## src/rtl/usb_txn_pkg.sv

```systemverilog
package usb_txn_pkg;

  localparam logic [2:0] ST_WAIT      = 3'd0;
  localparam logic [2:0] ST_RECV_DATA = 3'd1;
  localparam logic [2:0] ST_SEND_HAND = 3'd2;
  localparam logic [2:0] ST_SEND_DATA = 3'd3;
  localparam logic [2:0] ST_RECV_HAND = 3'd4;

  localparam logic [1:0] RSP_ACK   = 2'd0;
  localparam logic [1:0] RSP_NAK   = 2'd1;
  localparam logic [1:0] RSP_STALL = 2'd2;

  localparam logic [3:0] PID_OUT   = 4'h1;
  localparam logic [3:0] PID_IN    = 4'h9;
  localparam logic [3:0] PID_SOF   = 4'h5;
  localparam logic [3:0] PID_SETUP = 4'hD;
  localparam logic [3:0] PID_DATA0 = 4'h3;
  localparam logic [3:0] PID_DATA1 = 4'hB;
  localparam logic [3:0] PID_ACK   = 4'h2;
  localparam logic [3:0] PID_NAK   = 4'hA;
  localparam logic [3:0] PID_STALL = 4'hE;

  // Full PID byte: check nibble above the PID
  function automatic logic [7:0] pid_byte(input logic [3:0] p);
    return {~p, p};
  endfunction

  function automatic logic pid_check(input logic [7:0] b);
    return b[7:4] == ~b[3:0];
  endfunction

  function automatic logic is_token_pid(input logic [3:0] p);
    return (p == PID_OUT) || (p == PID_IN) || (p == PID_SOF) || (p == PID_SETUP);
  endfunction

  function automatic logic is_data_pid(input logic [3:0] p);
    return (p == PID_DATA0) || (p == PID_DATA1);
  endfunction

  // ACK degrades to NAK while the endpoint still holds unserviced work
  function automatic logic [1:0] eff_resp(input logic [1:0] cfg, input logic busy);
    return ((cfg == RSP_ACK) && busy) ? RSP_NAK : cfg;
  endfunction

  function automatic logic [3:0] rsp_to_pid(input logic [1:0] r);
    case (r)
      RSP_ACK: return PID_ACK;
      RSP_NAK: return PID_NAK;
      default: return PID_STALL;
    endcase
  endfunction

endpackage

```

## src/rtl/usb_rx_parse.sv

```systemverilog
module usb_rx_parse
  import usb_txn_pkg::*;
#(
  parameter int CNT_W = 3
) (
  input  logic             clk,
  input  logic             rst_n,
  input  logic             rx_valid,
  input  logic [7:0]       rx_byte,
  input  logic             rx_end,
  output logic             in_pkt,
  output logic             pkt_done,
  output logic [3:0]       pkt_pid,
  output logic [CNT_W-1:0] pkt_len,
  output logic [6:0]       tok_addr,
  output logic [3:0]       tok_ep
);

  localparam logic [CNT_W-1:0] CNT_MAX = {CNT_W{1'b1}};

  logic [CNT_W-1:0] cnt;
  logic [CNT_W-1:0] cnt_inc;
  logic [CNT_W-1:0] len_q;
  logic [7:0]       byte0;
  logic [7:0]       byte1;
  logic [2:0]       byte2_ep;
  logic             done_q;

  assign cnt_inc = (cnt == CNT_MAX) ? cnt : cnt + 1'b1;

  always_ff @(posedge clk or negedge rst_n) begin
    if (!rst_n) begin
      cnt      <= '0;
      len_q    <= '0;
      byte0    <= 8'h00;
      byte1    <= 8'h00;
      byte2_ep <= 3'd0;
      done_q   <= 1'b0;
    end else begin
      done_q <= rx_valid && rx_end;
      if (rx_valid) begin
        if (cnt == CNT_W'(0)) byte0    <= rx_byte;
        if (cnt == CNT_W'(1)) byte1    <= rx_byte;
        if (cnt == CNT_W'(2)) byte2_ep <= rx_byte[2:0];
        if (rx_end) begin
          cnt   <= '0;
          len_q <= cnt_inc;
        end else begin
          cnt <= cnt_inc;
        end
      end
    end
  end

  assign in_pkt   = (cnt != '0);
  assign pkt_done = done_q && pid_check(byte0);
  assign pkt_pid  = byte0[3:0];
  assign pkt_len  = len_q;
  assign tok_addr = byte1[6:0];
  assign tok_ep   = {byte2_ep, byte1[7]};

endmodule

```

## src/rtl/usb_ep_state.sv

```systemverilog
module usb_ep_state
  import usb_txn_pkg::*;
#(
  parameter int NEP   = 3,
  parameter int EP_W  = 2,
  parameter int IDX_W = 3,
  parameter int NIDX  = 6
) (
  input  logic              clk,
  input  logic              rst_n,
  input  logic              trig_fire,
  input  logic [IDX_W-1:0]  trig_idx,
  input  logic              clr_valid,
  input  logic [IDX_W-1:0]  clr_idx,
  input  logic              cfg_we,
  input  logic [IDX_W-1:0]  cfg_idx,
  input  logic [1:0]        cfg_resp,
  input  logic              setup_fire,
  input  logic [EP_W-1:0]   setup_ep,
  output logic [NIDX-1:0]   pending,
  output logic [NIDX-1:0]   toggle,
  output logic [2*NIDX-1:0] resp
);

  for (genvar i = 0; i < NIDX; i++) begin : g_slot
    localparam bit IS_IN = (i % 2) == 1;
    logic       pend_q;
    logic       tog_q;
    logic [1:0] rsp_q;
    logic       hit_trig;
    logic       hit_clr;
    logic       hit_cfg;
    logic       hit_setup;

    assign hit_trig  = trig_fire && (trig_idx == IDX_W'(i));
    assign hit_clr   = clr_valid && (clr_idx == IDX_W'(i));
    assign hit_cfg   = cfg_we && (cfg_idx == IDX_W'(i));
    assign hit_setup = setup_fire && (setup_ep == EP_W'(i / 2));

    always_ff @(posedge clk or negedge rst_n) begin
      if (!rst_n) begin
        pend_q <= 1'b0;
        tog_q  <= 1'b0;
        rsp_q  <= RSP_NAK;
      end else begin
        // completion wins over a software clear in the same cycle
        if (hit_trig)     pend_q <= 1'b1;
        else if (hit_clr) pend_q <= 1'b0;

        if (hit_setup)     tog_q <= IS_IN;
        else if (hit_trig) tog_q <= ~tog_q;

        if (hit_setup)    rsp_q <= RSP_NAK;
        else if (hit_cfg) rsp_q <= cfg_resp;
      end
    end

    assign pending[i]       = pend_q;
    assign toggle[i]        = tog_q;
    assign resp[2*i +: 2]   = rsp_q;
  end

endmodule

```

## src/rtl/usb_tx_pid.sv

```systemverilog
module usb_tx_pid
  import usb_txn_pkg::*;
(
  input  logic       clk,
  input  logic       rst_n,
  input  logic       send_hand,
  input  logic [1:0] hs_rsp,
  input  logic       send_data,
  input  logic       data_tog,
  output logic       tx_valid,
  output logic [7:0] tx_byte
);

  logic [7:0] byte_d;

  always_comb begin
    if (send_data)      byte_d = pid_byte(data_tog ? PID_DATA1 : PID_DATA0);
    else if (send_hand) byte_d = pid_byte(rsp_to_pid(hs_rsp));
    else                byte_d = 8'h00;
  end

  always_ff @(posedge clk or negedge rst_n) begin
    if (!rst_n) begin
      tx_valid <= 1'b0;
      tx_byte  <= 8'h00;
    end else begin
      tx_valid <= send_hand || send_data;
      tx_byte  <= byte_d;
    end
  end

endmodule

```

## src/rtl/usb_txn_seq.sv

```systemverilog
module usb_txn_seq
  import usb_txn_pkg::*;
#(
  parameter int NEP   = 3,
  parameter int TMO_W = 16,
  localparam int EP_W  = (NEP > 1) ? $clog2(NEP) : 1,
  localparam int IDX_W = EP_W + 1,
  localparam int NIDX  = 2 * NEP
) (
  input  logic              clk,
  input  logic              rst_n,
  input  logic [6:0]        dev_addr,
  input  logic              rx_valid,
  input  logic [7:0]        rx_byte,
  input  logic              rx_end,
  input  logic              cfg_we,
  input  logic [IDX_W-1:0]  cfg_idx,
  input  logic [1:0]        cfg_resp,
  input  logic              clr_valid,
  input  logic [IDX_W-1:0]  clr_idx,
  input  logic [TMO_W-1:0]  tmo_limit,
  output logic              tx_valid,
  output logic [7:0]        tx_byte,
  output logic [NIDX-1:0]   ep_pending,
  output logic [NIDX-1:0]   ep_toggle,
  output logic [2*NIDX-1:0] ep_resp,
  output logic              hs_error,
  output logic [2:0]        seq_state
);

  localparam int CNT_W = 3;
  localparam logic [TMO_W-1:0] TMR_MAX = {TMO_W{1'b1}};

  // parser outputs
  logic             in_pkt;
  logic             pkt_done;
  logic [3:0]       pkt_pid;
  logic [CNT_W-1:0] pkt_len;
  logic [6:0]       tok_addr;
  logic [3:0]       tok_ep;

  // named internal events
  logic             tok_ok;
  logic             data_ok;
  logic             hand_ack;
  logic             trig_fire;
  logic [IDX_W-1:0] trig_idx;
  logic             setup_fire;
  logic             tmo_fire;
  logic             recv_st;

  logic [2:0]       state_q, nxt;
  logic [IDX_W-1:0] cur_idx, cap_idx;
  logic [1:0]       cur_hs, cap_hs;
  logic             cap;
  logic             err_d;
  logic [TMO_W-1:0] tmr;

  logic [EP_W-1:0]  ep_sel;
  logic [IDX_W-1:0] idx_out, idx_in;
  logic [1:0]       eff_out, eff_in;

  usb_rx_parse #(.CNT_W(CNT_W)) u_parse (
    .clk      (clk),
    .rst_n    (rst_n),
    .rx_valid (rx_valid),
    .rx_byte  (rx_byte),
    .rx_end   (rx_end),
    .in_pkt   (in_pkt),
    .pkt_done (pkt_done),
    .pkt_pid  (pkt_pid),
    .pkt_len  (pkt_len),
    .tok_addr (tok_addr),
    .tok_ep   (tok_ep)
  );

  assign ep_sel  = tok_ep[EP_W-1:0];
  assign idx_out = {ep_sel, 1'b0};
  assign idx_in  = {ep_sel, 1'b1};

  assign tok_ok   = pkt_done && (pkt_len == CNT_W'(3)) && is_token_pid(pkt_pid)
                    && (tok_addr == dev_addr) && (int'(tok_ep) < NEP);
  assign data_ok  = pkt_done && is_data_pid(pkt_pid) && (pkt_len >= CNT_W'(3));
  assign hand_ack = pkt_done && (pkt_len == CNT_W'(1)) && (pkt_pid == PID_ACK);
  assign recv_st  = (state_q == ST_RECV_DATA) || (state_q == ST_RECV_HAND);

  // completion events raise pending and flip the toggle
  assign trig_fire = ((state_q == ST_SEND_HAND) && (cur_hs == RSP_ACK))
                     || ((state_q == ST_RECV_HAND) && hand_ack);
  assign trig_idx  = cur_idx;

  assign eff_out = eff_resp(ep_resp[{idx_out, 1'b0} +: 2],
                            ep_pending[idx_out] || (trig_fire && (trig_idx == idx_out)));
  assign eff_in  = eff_resp(ep_resp[{idx_in, 1'b0} +: 2],
                            ep_pending[idx_in] || (trig_fire && (trig_idx == idx_in)));

  assign tmo_fire = recv_st && !in_pkt && !rx_valid && !pkt_done && (tmr >= tmo_limit);

  always_comb begin
    nxt        = state_q;
    cap        = 1'b0;
    cap_idx    = cur_idx;
    cap_hs     = cur_hs;
    setup_fire = 1'b0;
    err_d      = 1'b0;
    case (state_q)
      ST_WAIT: begin
        if (tok_ok) begin
          case (pkt_pid)
            PID_SETUP: begin
              cap        = 1'b1;
              cap_idx    = idx_out;
              cap_hs     = RSP_ACK;
              setup_fire = 1'b1;
              nxt        = ST_RECV_DATA;
            end
            PID_OUT: begin
              cap     = 1'b1;
              cap_idx = idx_out;
              cap_hs  = eff_out;
              nxt     = ST_RECV_DATA;
            end
            PID_IN: begin
              cap     = 1'b1;
              cap_idx = idx_in;
              cap_hs  = eff_in;
              nxt     = (eff_in == RSP_ACK) ? ST_SEND_DATA : ST_SEND_HAND;
            end
            default: nxt = ST_WAIT; // SOF
          endcase
        end
      end
      ST_RECV_DATA: begin
        if (data_ok)       nxt = ST_SEND_HAND;
        else if (tmo_fire) nxt = ST_WAIT;
      end
      ST_SEND_HAND: nxt = ST_WAIT;
      ST_SEND_DATA: nxt = ST_RECV_HAND;
      ST_RECV_HAND: begin
        if (pkt_done) begin
          nxt   = ST_WAIT;
          err_d = !hand_ack;
        end else if (tmo_fire) begin
          nxt = ST_WAIT;
        end
      end
      default: nxt = ST_WAIT;
    endcase
  end

  always_ff @(posedge clk or negedge rst_n) begin
    if (!rst_n) begin
      state_q  <= ST_WAIT;
      cur_idx  <= '0;
      cur_hs   <= RSP_NAK;
      hs_error <= 1'b0;
      tmr      <= '0;
    end else begin
      state_q  <= nxt;
      hs_error <= err_d;
      if (cap) begin
        cur_idx <= cap_idx;
        cur_hs  <= cap_hs;
      end
      if ((nxt != state_q) || !recv_st || in_pkt || rx_valid) tmr <= '0;
      else if (tmr != TMR_MAX)                                 tmr <= tmr + 1'b1;
    end
  end

  usb_ep_state #(.NEP(NEP), .EP_W(EP_W), .IDX_W(IDX_W), .NIDX(NIDX)) u_eps (
    .clk        (clk),
    .rst_n      (rst_n),
    .trig_fire  (trig_fire),
    .trig_idx   (trig_idx),
    .clr_valid  (clr_valid),
    .clr_idx    (clr_idx),
    .cfg_we     (cfg_we),
    .cfg_idx    (cfg_idx),
    .cfg_resp   (cfg_resp),
    .setup_fire (setup_fire),
    .setup_ep   (ep_sel),
    .pending    (ep_pending),
    .toggle     (ep_toggle),
    .resp       (ep_resp)
  );

  usb_tx_pid u_tx (
    .clk       (clk),
    .rst_n     (rst_n),
    .send_hand (state_q == ST_SEND_HAND),
    .hs_rsp    (cur_hs),
    .send_data (state_q == ST_SEND_DATA),
    .data_tog  (ep_toggle[cur_idx]),
    .tx_valid  (tx_valid),
    .tx_byte   (tx_byte)
  );

  assign seq_state = state_q;

endmodule

```

## config.mk

```make
export PLATFORM = sky130hd
export DESIGN_NAME = usb_txn_seq
export DESIGN_NICKNAME = d
export VERILOG_FILES = /design/src/rtl/usb_txn_pkg.sv /design/src/rtl/usb_rx_parse.sv /design/src/rtl/usb_ep_state.sv /design/src/rtl/usb_tx_pid.sv /design/src/rtl/usb_txn_seq.sv
export SDC_FILE = /design/constraint.sdc
export NUM_CORES = 1
export LEC_CHECK = 0
export CAP_MARGIN = 15
export CORE_ASPECT_RATIO = 2
export CORE_MARGIN = 1
export CORE_UTILIZATION = 59
export CTS_BUF_LIST = sky130_fd_sc_hd__clkbuf_8
export DETAILED_ROUTE_END_ITERATION = 16
export GPL_ROUTABILITY_DRIVEN = 0
export PLACE_DENSITY_LB_ADDON = 0.2
export REMOVE_ABC_BUFFERS = 1
export SLEW_MARGIN = 10
export SYNTH_ARGS = -nofsm -noshare
export SYNTH_HDL_FRONTEND = slang
export SYNTH_SLANG_ARGS = --single-unit
```

## constraint.sdc

```tcl
create_clock -name clk -period 4.4 [get_ports clk]
set_input_delay 0.44 -clock clk [delete_from_list [all_inputs] [get_ports clk]]
set_output_delay 0.44 -clock clk [all_outputs]
set_load 0.01 [all_outputs]
```

==> metrics.log <==
INFO  metric rsz_0062_raised_after_global_routing = no
INFO  metric layout.cells.most_common = clkdlybuf4s50_1
INFO  metric antenna-diode-count = 0
INFO  metric path_class = input port to flop
INFO  metric finalClockSkew = about 0.015 ns
INFO  metric cp_cell_sequence = clkdlybuf4s50_1, inv_1, ha_1, a21o_1, a21o_1, a21oi_1, o21ai_1, a211oi_1
INFO  metric post_route_antenna_net_violation_count = 0
INFO  metric maximum_number_of_pins_on_one_net_before_global_route_repair = 83
INFO  metric netlist.area_leader.share = 0.3955
INFO  metric worst-slew-pin-transition = 1.165 ns
INFO  metric routed_via_density = 5.961
INFO  metric effective_utilization_at_floorplan = 0.6152
INFO  metric core.rowCount = 45
INFO  metric cts_tree = built
INFO  metric clock_sinks = 82
INFO  metric core_region_area = around 0.0077 mm2
INFO  metric timing.max_slew.rel_slack = 0.2181
INFO  metric hp-class = input port to asynchronous set/reset pin
INFO  metric path_delay_family = compound AO/OA/AOI/OAI gates
INFO  metric io_buffers = 80
INFO  metric total_power_per_unit_cell_area = 341.1 mW/mm2
INFO  metric postSynth.topFlopCell = dfrtp_1
INFO  metric remaining_drc_errors = 0
INFO  metric clkLatencyLatePin = 0.36 ns
INFO  metric final.setup.tns = 0 ns
INFO  metric dp.final_hpwl = 8961 um
INFO  metric timing.critical_path.fanout_max = 16
INFO  metric critPathMaxStageDelay = about 0.57 ns
INFO  metric slowest_stage = o21ai_1
INFO  metric grtUsageTotal = 0.2936
INFO  metric floorplan.die_area = roughly 0.0084 mm2
INFO  metric drt-pass1-iter-count = 5
INFO  metric clock_path_buffers = 2
INFO  metric max_clock_freq = around 360 MHz
INFO  metric grt_first_pass_wirelength = 18020 um
INFO  metric synth_cell_type_count = 57
INFO  metric layout-drive-gt1-share = 0.09833
INFO  metric vias = 3773
INFO  metric yosys_register_bits = 82
INFO  metric die_height = 128.8 um
INFO  metric final_hold_viol_count = 0
INFO  metric route.final.wire_length = roughly 11000 um
INFO  metric synthesis.area_per_instance = 10.10 um2
INFO  metric cap_violations = 0
INFO  metric cts-resized-gates = 0
INFO  metric drt-wirelength-per-cell = approximately 18 um
INFO  metric antenna_found_initial = 0
INFO  metric worstPathArrival = 3.04 ns
INFO  metric dr.first_iter.drc_count = 184
INFO  metric final_period_minus_worst_setup_slack = 2.800 ns
INFO  metric clock_tree.htree_level_count = 3
INFO  metric end_kind = flop
INFO  metric critical_path_rt = 4.64 ns
INFO  metric clk_root_buffer_cell = clkbuf_8
INFO  metric ys.warnings.count = 0
INFO  metric nets = 600
INFO  metric synthToLayoutAreaGrowth = 19.33%
INFO  metric fin_ws = 1.600 ns
INFO  metric yosysTopAreaCell = dfrtp_1
INFO  metric timing.final.max_slew_violations = 0
INFO  metric power.static_leakage = approximately 2.5 nW
INFO  metric start_kind = input port
INFO  metric final_min_period_over_clock_period = 0.6363
INFO  metric cts_buffers = 9
INFO  metric synth-async-reset-ratio = 1.000
INFO  metric clk_transition_reported_paths = 0.08 ns
INFO  metric grt_pass1_vias = 3985
INFO  metric gr-total-overflow = 0
INFO  metric most-common-layout-cells = clkdlybuf4s50_1 (79), dfrtp_1 (75), nand2_1 (42)
INFO  metric synth_area_leaders = dfrtp_1 (40%), ha_1 (5.5%), mux2_2 (5.2%), xnor2_1 (4.6%), mux2i_1 (4.2%)
INFO  metric setup-violations-final = 0
INFO  metric die-width = 65.42 um
INFO  metric synth_edf_count = 0
INFO  metric status = finished clean
INFO  metric post_cts_buffers = 0
INFO  metric hold_buffers = 0
INFO  metric io_pins = 82
INFO  metric synthCells = between 400 and 500
INFO  metric irDropWorstVdd = 0.1996 mV
INFO  metric critical_path_buf_inv_count = 2
INFO  metric syn-cell-area = ~0.0047 mm2
INFO  metric dpl_ws = 1.257 ns
INFO  metric cpMostUsedCell = a21o_1
INFO  metric yosysSeqAreaShare = 0.4342
==> power breakdown <==
group | switching, W | internal, W
Combinational | 0.000220 | 0.000255
Sequential | 0.000129 | 0.000861
Clock | 0.000255 | 0.000212
==> registers in the layout (all words and copies together) (netlist names) <==
name                 flops
tmr                     16
u_eps.g_slot.rsp_q      12
u_parse.byte0            8
u_parse.byte1            8
u_tx.tx_byte             7
u_eps.g_slot.pend_q      6
u_eps.g_slot.tog_q       6
cur_idx                  3
seq_state                3
u_parse.byte2_ep         3
u_parse.cnt              3
u_parse.pkt_len          3
cur_hs                   2
hs_error                 1
u_parse.done_q           1
==> cell families after synthesis <==
kind of cell,Yosys count,share of synthesized area
fa+ha+maj,21,0.05536
other cells,1,0.0007902
mux,43,0.09913
buf+inv,56,0.05774
simple gates,154,0.1790
xor+xnor,33,0.06090
flops,82,0.4342
compound gates,80,0.1128
==> final timing paths <==
path	to	slack, ns	cells past startpoint	from
worst max-delay path	tmr[8]$_DFFE_PN0P_	1.60	8	tmo_limit[13]
worst max register to register	u_eps.g_slot[0].rsp_q[1]$_DFFE_PN0P_	1.65	6	u_parse.byte1[7]$_DFFE_PN0P_
max in group asynchronous	u_eps.g_slot[5].rsp_q[1]$_DFFE_PN0P_	3.50	1	rst_n
min in group clk	u_parse.byte2_ep[2]$_DFFE_PN0P_	0.52	1	u_parse.byte2_ep[2]$_DFFE_PN0P_
worst min register to register	u_parse.byte2_ep[2]$_DFFE_PN0P_	0.52	1	u_parse.byte2_ep[2]$_DFFE_PN0P_
worst min-delay path	u_tx.tx_byte[6]$_DFF_PN0_	0.25	1	rst_n
==> metrics by stage <==
stage,std cells,util,total power (W),hold slack [ns],instance area (um2)
final,633,0.7341,0.001932,0.2502,5663
after global routing,633,0.7341,0.002033,0.3312,5663
after CTS,633,0.7341,0.001943,0.2886,5663
after detailed placement,617,0.7126,0.001479,0.5018,5497
after global placement,617,0.7126,0.001455,0.4880,5497
after floorplan,443,-,0.001271,0.1444,4581
==> cell type report <==
| class | instances | area, um2 |
|---|---|---|
| Clock inverter | 6 | 28.78 |
| Sequential cell | 82 | 2061 |
| Multi-Input combinational cell | 332 | 2411 |
| Clock buffer | 10 | 137.6 |
| Inverter | 29 | 108.9 |
| Timing Repair Buffer | 80 | 798.3 |
| Fill cell | 587 | 2051 |
| Tap cell | 94 | 117.6 |
==> cells in the mapped netlist, drive strengths merged (3+ instances only) <==
cell,count
a211oi,17
a21o,9
a21oi,20
a31oi,3
buf,20
clkbuf,7
dfrtp,75
dfstp,7
ha,21
inv,29
mux2,22
mux2i,20
nand2,43
nand2b,11
nand3,10
nand4,10
nor2,25
nor2b,4
nor3,13
nor4,10
nor4b,5
o21ai,18
o31ai,3
or2,3
or3,3
or4,3
xnor2,25
xor2,8
==> per-layer routing <==
layer / global-route usage / wire [um] / part of all wire / vias up
met5: 0 / 0 / 0 / -
met4: 0.2289 / 734 / 0.065 / 0
met3: 0.05142 / 354 / 0.031 / 38
met2: 0.5670 / 6651 / 0.59 / 111
met1: 0.2468 / 3591 / 0.32 / 1834
li1: - / - / - / 1790
Note: power is estimated with default switching activity, not from simulation.
